## src/rtl/fir_pkg.sv

```systemverilog
package fir_pkg;
  // Per-cycle controls handed from the sequencer to the datapath.
  typedef struct packed {
    logic clr;     // job accepted: clear chosen entry, latch options
    logic ldOp;    // memory words are valid: capture operands
    logic ldProd;  // operands valid: capture scaled products
    logic accEn;   // products valid: add into the entry
  } firStrobes_t;
endpackage

```

## src/rtl/fir_ctrl.sv

```systemverilog
module fir_ctrl
  import fir_pkg::*;
#(
  parameter int ADDR_W = 8,
  parameter int CNT_W  = 8
) (
  input  logic              clk,
  input  logic              rstN,
  input  logic              start,
  input  logic [CNT_W-1:0]  pairCount,
  input  logic [ADDR_W-1:0] coefBase,
  input  logic [ADDR_W-1:0] coefMod,
  input  logic [ADDR_W-1:0] coefOfs,
  input  logic [ADDR_W-1:0] sampBase,
  output logic              coefRdEn,
  output logic [ADDR_W-1:0] coefAddr,
  output logic              sampRdEn,
  output logic [ADDR_W-1:0] sampAddr,
  output logic              busy,
  output logic              done,
  output firStrobes_t       strobes
);
  logic [CNT_W-1:0]  remain;
  logic [ADDR_W-1:0] coefIdx, sampIdx, baseC, baseS, modLat;
  logic              v1, v2, v3;
  logic              startOk, rdEn, lastAcc;

  assign startOk = start && !busy;
  assign rdEn    = busy && (remain != '0);
  assign lastAcc = v3 && !v2;

  always_ff @(posedge clk or negedge rstN) begin
    if (!rstN) begin
      busy    <= 1'b0;
      done    <= 1'b0;
      remain  <= '0;
      coefIdx <= '0;
      sampIdx <= '0;
      baseC   <= '0;
      baseS   <= '0;
      modLat  <= '0;
      v1      <= 1'b0;
      v2      <= 1'b0;
      v3      <= 1'b0;
    end else begin
      if (startOk) begin
        baseC   <= coefBase;
        baseS   <= sampBase;
        modLat  <= coefMod;
        coefIdx <= coefOfs;
        sampIdx <= '0;
        remain  <= pairCount;
        busy    <= (pairCount != '0);
      end else if (rdEn) begin
        remain  <= remain - 1'b1;
        coefIdx <= (coefIdx + 1'b1 == modLat) ? '0 : coefIdx + 1'b1;
        sampIdx <= sampIdx + 1'b1;
      end
      if (lastAcc) busy <= 1'b0;
      v1   <= rdEn;
      v2   <= v1;
      v3   <= v2;
      done <= lastAcc || (startOk && pairCount == '0);
    end
  end

  assign coefRdEn = rdEn;
  assign sampRdEn = rdEn;
  assign coefAddr = baseC + coefIdx;
  assign sampAddr = baseS + sampIdx;

  assign strobes.clr    = startOk;
  assign strobes.ldOp   = v1;
  assign strobes.ldProd = v2;
  assign strobes.accEn  = v3;

  // circular index never leaves the buffer
  a_r3_idx_in_buffer: assert property (@(posedge clk) disable iff (!rstN)
    coefRdEn |-> coefIdx < modLat);
  // consecutive sample reads step by exactly one word
  a_r4_samp_step: assert property (@(posedge clk) disable iff (!rstN)
    (sampRdEn && $past(sampRdEn)) |-> sampAddr == $past(sampAddr) + 1'b1);
  // completion is a single-cycle pulse
  a_r8_done_pulse: assert property (@(posedge clk) disable iff (!rstN)
    done |=> !done);
  // no memory traffic while idle
  a_r2_idle_quiet: assert property (@(posedge clk) disable iff (!rstN)
    !busy |-> !coefRdEn && !sampRdEn);
  // a start during a job leaves the remaining count counting down
  a_r10_busy_start: assert property (@(posedge clk) disable iff (!rstN)
    (busy && start && remain != '0) |=> remain == $past(remain) - 1'b1);
endmodule

```

## src/rtl/fir_dp.sv

```systemverilog
module fir_dp
  import fir_pkg::*;
#(
  parameter int DATA_W = 16,
  parameter int ACC_W  = 40,
  parameter int OUT_W  = 32,
  parameter int NACC   = 8
) (
  input  logic                    clk,
  input  logic                    rstN,
  input  firStrobes_t             strobes,
  input  logic [$clog2(NACC)-1:0] accSel,
  input  logic                    shiftEn,
  input  logic                    satEn,
  input  logic [2*DATA_W-1:0]     coefData,
  input  logic [2*DATA_W-1:0]     sampData,
  output logic [OUT_W-1:0]        result
);
  localparam int WORD_W = 2 * DATA_W;
  localparam int PROD_W = 2 * DATA_W;
  localparam int IDX_W  = $clog2(NACC);
  localparam int LANES  = 2;
  localparam logic signed [PROD_W-1:0] P_MAX = {1'b0, {(PROD_W-1){1'b1}}};
  localparam logic signed [PROD_W-1:0] P_MIN = {1'b1, {(PROD_W-1){1'b0}}};
  localparam logic signed [ACC_W-1:0] O_MAX =
    {{(ACC_W-OUT_W+1){1'b0}}, {(OUT_W-1){1'b1}}};
  localparam logic signed [ACC_W-1:0] O_MIN =
    {{(ACC_W-OUT_W+1){1'b1}}, {(OUT_W-1){1'b0}}};

  logic [WORD_W-1:0]        opC, opS;
  logic [IDX_W-1:0]         selLat;
  logic                     shLat, satLat;
  logic signed [PROD_W-1:0] scaled [LANES];
  logic signed [PROD_W-1:0] prodR  [LANES];
  logic signed [ACC_W-1:0]  accFile [NACC];
  logic signed [ACC_W-1:0]  accCur, accNext;

  // lane 0 multiplies the low halves, lane 1 the high halves
  for (genvar g = 0; g < LANES; g++) begin : gLane
    logic signed [DATA_W-1:0] a, b;
    logic signed [PROD_W-1:0] raw;
    logic                     ovf;
    assign a   = opC[g*DATA_W +: DATA_W];
    assign b   = opS[g*DATA_W +: DATA_W];
    assign raw = a * b;
    assign ovf = raw[PROD_W-1] ^ raw[PROD_W-2];
    assign scaled[g] = !shLat ? raw :
                       ovf ? (raw[PROD_W-1] ? P_MIN : P_MAX) : (raw <<< 1);
  end

  always_ff @(posedge clk or negedge rstN) begin
    if (!rstN) begin
      opC    <= '0;
      opS    <= '0;
      selLat <= '0;
      shLat  <= 1'b0;
      satLat <= 1'b0;
      for (int i = 0; i < LANES; i++) prodR[i] <= '0;
    end else begin
      if (strobes.clr) begin
        selLat <= accSel;
        shLat  <= shiftEn;
        satLat <= satEn;
      end
      if (strobes.ldOp) begin
        opC <= coefData;
        opS <= sampData;
      end
      if (strobes.ldProd)
        for (int i = 0; i < LANES; i++) prodR[i] <= scaled[i];
    end
  end

  assign accCur  = accFile[selLat];
  assign accNext = accCur + ACC_W'(prodR[0]) + ACC_W'(prodR[1]);

  always_ff @(posedge clk or negedge rstN) begin
    if (!rstN) begin
      for (int i = 0; i < NACC; i++) accFile[i] <= '0;
    end else if (strobes.clr) begin
      accFile[accSel] <= '0;
    end else if (strobes.accEn) begin
      accFile[selLat] <= accNext;
    end
  end

  always_comb begin
    result = accCur[OUT_W-1:0];
    if (satLat) begin
      if (accCur > O_MAX)      result = O_MAX[OUT_W-1:0];
      else if (accCur < O_MIN) result = O_MIN[OUT_W-1:0];
    end
  end

  // the chosen entry reads zero right after a job is accepted
  a_r2_clear: assert property (@(posedge clk) disable iff (!rstN)
    strobes.clr |=> accFile[selLat] == '0);
  // the entry only moves when products are being added
  a_r5_acc_hold: assert property (@(posedge clk) disable iff (!rstN)
    (!strobes.accEn && !strobes.clr) |=> accFile[selLat] == $past(accFile[selLat]));
endmodule

```

## src/rtl/dual_mac_fir.sv

```systemverilog
module dual_mac_fir
  import fir_pkg::*;
#(
  parameter int DATA_W = 16,
  parameter int ACC_W  = 40,
  parameter int OUT_W  = 32,
  parameter int ADDR_W = 8,
  parameter int CNT_W  = 8,
  parameter int NACC   = 8
) (
  input  logic                    clk,
  input  logic                    rstN,
  input  logic                    start,
  input  logic [CNT_W-1:0]        pairCount,
  input  logic [ADDR_W-1:0]       coefBase,
  input  logic [ADDR_W-1:0]       coefMod,
  input  logic [ADDR_W-1:0]       coefOfs,
  input  logic [ADDR_W-1:0]       sampBase,
  input  logic [$clog2(NACC)-1:0] accSel,
  input  logic                    shiftEn,
  input  logic                    satEn,
  output logic                    coefRdEn,
  output logic [ADDR_W-1:0]       coefAddr,
  input  logic [2*DATA_W-1:0]     coefData,
  output logic                    sampRdEn,
  output logic [ADDR_W-1:0]       sampAddr,
  input  logic [2*DATA_W-1:0]     sampData,
  output logic                    busy,
  output logic                    done,
  output logic [OUT_W-1:0]        result
);
  firStrobes_t strobes;

  fir_ctrl #(.ADDR_W(ADDR_W), .CNT_W(CNT_W)) u_ctrl (
    .clk(clk), .rstN(rstN), .start(start), .pairCount(pairCount),
    .coefBase(coefBase), .coefMod(coefMod), .coefOfs(coefOfs),
    .sampBase(sampBase), .coefRdEn(coefRdEn), .coefAddr(coefAddr),
    .sampRdEn(sampRdEn), .sampAddr(sampAddr), .busy(busy), .done(done),
    .strobes(strobes)
  );

  fir_dp #(.DATA_W(DATA_W), .ACC_W(ACC_W), .OUT_W(OUT_W), .NACC(NACC)) u_dp (
    .clk(clk), .rstN(rstN), .strobes(strobes), .accSel(accSel),
    .shiftEn(shiftEn), .satEn(satEn), .coefData(coefData),
    .sampData(sampData), .result(result)
  );
endmodule

```

## config.mk

```make
export PLATFORM = sky130hd
export DESIGN_NAME = dual_mac_fir
export DESIGN_NICKNAME = d
export VERILOG_FILES = /design/src/rtl/fir_pkg.sv /design/src/rtl/fir_ctrl.sv /design/src/rtl/fir_dp.sv /design/src/rtl/dual_mac_fir.sv
export SDC_FILE = /design/constraint.sdc
export NUM_CORES = 2
export LEC_CHECK = 0
export BUFFER_PORTS_ARGS = -buffer_cell sky130_fd_sc_hd__buf_2
export CAP_MARGIN = 20
export CELL_PAD_IN_SITES_DETAIL_PLACEMENT = 0
export CELL_PAD_IN_SITES_GLOBAL_PLACEMENT = 1
export CORE_MARGIN = 4
export CORE_UTILIZATION = 46
export DETAILED_ROUTE_END_ITERATION = 8
export HOLD_SLACK_MARGIN = 0.03
export PLACE_DENSITY_LB_ADDON = 0.1
export SETUP_SLACK_MARGIN = 0.5
export SLEW_MARGIN = 10
export SYNTH_ARGS = -nofsm -noshare
export SYNTH_HDL_FRONTEND = slang
export SYNTH_SLANG_ARGS = --single-unit
```

## constraint.sdc

```tcl
create_clock -name clk -period 22.3 [get_ports clk]
set_input_delay 4.46 -clock clk [delete_from_list [all_inputs] [get_ports clk]]
set_output_delay 4.46 -clock clk [all_outputs]
set_load 0.005 [all_outputs]
```

==> results.cfg <==
[synth]
synth_compound_area_share_pct = 16.0
ys.flop_type = dfrtp_1
synth_top_cells_by_area = dfrtp_1 28%, fa_1 25%, ha_1 6.2%
yosys_warnings = 0
synth-xor-area-share_pct = 2.66
syn_area_per_cell_um2 = 9.84
yosys.area_share.simple_pct = 12.3
synth_top_family_by_area = adder cells
synth-seq-cells = 506
yosysSeqAreaShare_pct = 28.1
yosysTopAreaCellShare_pct = 28.1
syn_nets = 5474
synth_area_mm2 = 0.0450
synth_cell_type_count = 78
synth.largest_area_cell = dfrtp_1
netlist_instances = 4572
async_reset_ff_share_pct = 100
synthMuxAreaShare_pct = 1.85
synth_fa_ha_area_share_pct = 31.4
synth-edff-count = 0

[grt]
grt_max_degree = 168
grt_pass1_wl_um = 212000
track_usage_pct = 26.4
grt_pass1_vias = 35100
antenna_found_initial = 1
overflow = 0

[routing]
vias_per_cell = 5.73
drt.antenna.violating_nets = 0
drc = 0
wire_per_inst_um = 22.6
met3WireLength_um = 7470
wirelength_um = 134000
dr.max_layer_used = met4
drt-met1-wl_um = 59400
drt_iter0_drc = 2764
wl_met2_um = 63600
first_pass_iters = 5
routed-via-count = 34000

[floorplan]
fp.dieW_um = 321
fp-row-count = 114
die_y_um = 321
die-area_mm2 = 0.103
start_util_pct = 46.5
fp.coreArea_mm2 = 0.0969
num_io_pins = 164

[sta]
tns_ns = 0
fmax_mhz = 112
min_period_ns = 8.91
max_slew_margin_pct = 20.7
fin_worst_skew_ns = 0.0272
hold_violations = 0
setup_ws_ns = 13.39
worstMarginPinSlew_ns = 1.19
whs_ns = 0.481
rsz0062_at_grt = false
min_period_over_period_pct = 40.0
finalSetupViolCount = 0
drv_slew = 0

[clock_tree]
cts_max_level = 3
cts_tree = yes
cts_buffer_depth = 3
cts.repair.resized = 0
clock_sinks = 506
path_clk_slew_ns = 0.06
post_cts_buffers = 0
ctsHoldBuffers = 0
clockRootBuffer = clkbuf_16
clock_latency_ns = 0.64
cts_buffers = 66

[critical_path]
critical_path_class = flop to primary output
path_max_fanout = 31
arrival_ns = 4.45
required_ns = 17.84
startpoint_type = flop
cp-end-kind = primary output

[place]
io_buffers = 163
place.detailed.hpwl_um = 94300
dp.cells = 5808
post-place-ws_ns = 13.23
gp_congestion = 0.831

[finish]
final_nets = 5504
drive_above_1_share_pct = 9.48
layout-area-overhead-vs-synth_pct = 9.64
fin_cells = 5930

[job]
max_cap_violations = 0

[worst_hold_path]
hold_path_class = flop to flop

[outcome]
outcome = completed
==> path summary, 6_finish.rpt <==
check / start / to / slack (ns) / cells past startpoint
min in group asynchronous: rstN / u_ctrl.baseC[0] / 3.92 / 1
max in group asynchronous: rstN / u_dp.accFile[125] / 15.31 / 4
setup / recovery: u_dp.selLat[1] / result[16] / 13.39 / 9
hold reg to reg: u_dp.accFile[159] / u_dp.accFile[159] / 0.48 / 2
setup reg to reg: u_dp.opC[31] / u_dp.prodR[28] / 13.39 / 22
hold / removal: u_dp.accFile[159] / u_dp.accFile[159] / 0.48 / 2
==> per-layer routing <==
layer  GRT usage (%)  up-vias
li1                -    15300
met2            43.5      942
met4            6.81        0
met5               0        -
met3            4.35      197
met1            36.6    17600
==> placed cells by master (no fill, tap or decap), drive strengths merged, types with 37 or more instances in the layout <==
master | synthesis | routed
nor3 | 37 | 37
o21ai | 185 | 185
fa | 566 | 566
a21o | 59 | 59
dfrtp | 506 | 506
a31oi | 46 | 46
clkbuf | 223 | 88
a22oi | 138 | 138
a22o | 254 | 254
xnor2 | 92 | 92
ha | 224 | 224
xor2 | 42 | 42
a21oi | 159 | 159
nor2 | 148 | 148
buf | 26 | 210
and2 | 257 | 257
mux2 | 64 | 64
nand2 | 503 | 503
nand3 | 37 | 37
inv | 654 | 659
==> cell type report <==
type | count | area, um2
Fill cell | 9061 | 47500
Clock inverter | 32 | 453
Inverter | 655 | 2460
Multi-Input combinational cell | 3162 | 29100
Tap cell | 1276 | 1600
Clock buffer | 87 | 1870
Timing Repair Buffer | 211 | 1200
Antenna cell | 1 | 2.50
Sequential cell | 506 | 12700
==> registers in the layout (all words and copies together) (netlist names) <==
| register | count |
|---|---|
| u_ctrl.v3 | 1 |
| u_ctrl.sampIdx | 8 |
| u_ctrl.baseC | 8 |
| u_ctrl.remain | 8 |
| u_ctrl.modLat | 8 |
| u_ctrl.v1 | 1 |
| u_dp.opC | 32 |
| u_dp.opS | 32 |
| u_dp.accFile | 320 |
| u_dp.shLat | 1 |
| u_ctrl.busy | 1 |
| u_ctrl.v2 | 1 |
| u_ctrl.done | 1 |
| u_dp.prodR | 64 |
| u_ctrl.baseS | 8 |
| u_dp.selLat | 3 |
| u_dp.satLat | 1 |
| u_ctrl.coefIdx | 8 |
==> synthesized netlist by cell type (6+ instances only) <==
master     instances
and3_1            27
clkbuf_1         223
a21o_1            59
nand4_1           25
a22o_1           254
nor3b_1            6
a221o_1            7
inv_1            654
or3_1              9
nor2_1           148
o21ai_1            8
and2_1           257
a31o_2            10
a221oi_1          11
nand2b_1          19
o211ai_1          17
and4_1            26
o2bb2ai_1          8
a22oi_1          138
dfrtp_1          506
nor4_1            15
nand3b_1           6
a211oi_1          14
nand2_1          503
o22ai_1           15
fa_1             566
a21oi_1          159
nand3_1           37
o21bai_1          17
o31ai_1            6
o2111ai_1          9
nor3_1            37
mux2i_1            9
xor2_1            42
o21ai_0          177
a31oi_1           45
nor2b_1           20
mux2_2            64
ha_1             224
o21a_1             8
buf_1             18
xnor2_1           92
==> critical path, cell delays in order (launching register included) <==
cell and delay [ns]:
dfrtp_1 0.64, nor2_1 0.14, and2_2 0.35, buf_4 0.37, a22oi_1 0.28, nand4_1 0.35, nor4_1 0.30, a21o_1 0.83
o21ai_0 0.29, buf_2 0.21
==> stage by stage <==
stage / instance area [um2] / util (%)
finish: 49300 / 50.9
global route: 49300 / 50.9
CTS: 49300 / 50.9
detailed placement: 47000 / 48.5
global placement: 47000 / 48.5
floorplan: 45000 / -
==> cells by family after synthesis <==
logic type,Yosys count
AO/OA/AOI/OAI,1018
multiplexers,74
adder cells (fa/ha/maj),790
buffers and inverters,904
flip-flops,506
XOR/XNOR,135
AND/OR/NAND/NOR,1145
Power is left out: the tool's default activity adds up to more than one toggle a clock period on the data nets, which glitch-free logic cannot reach.
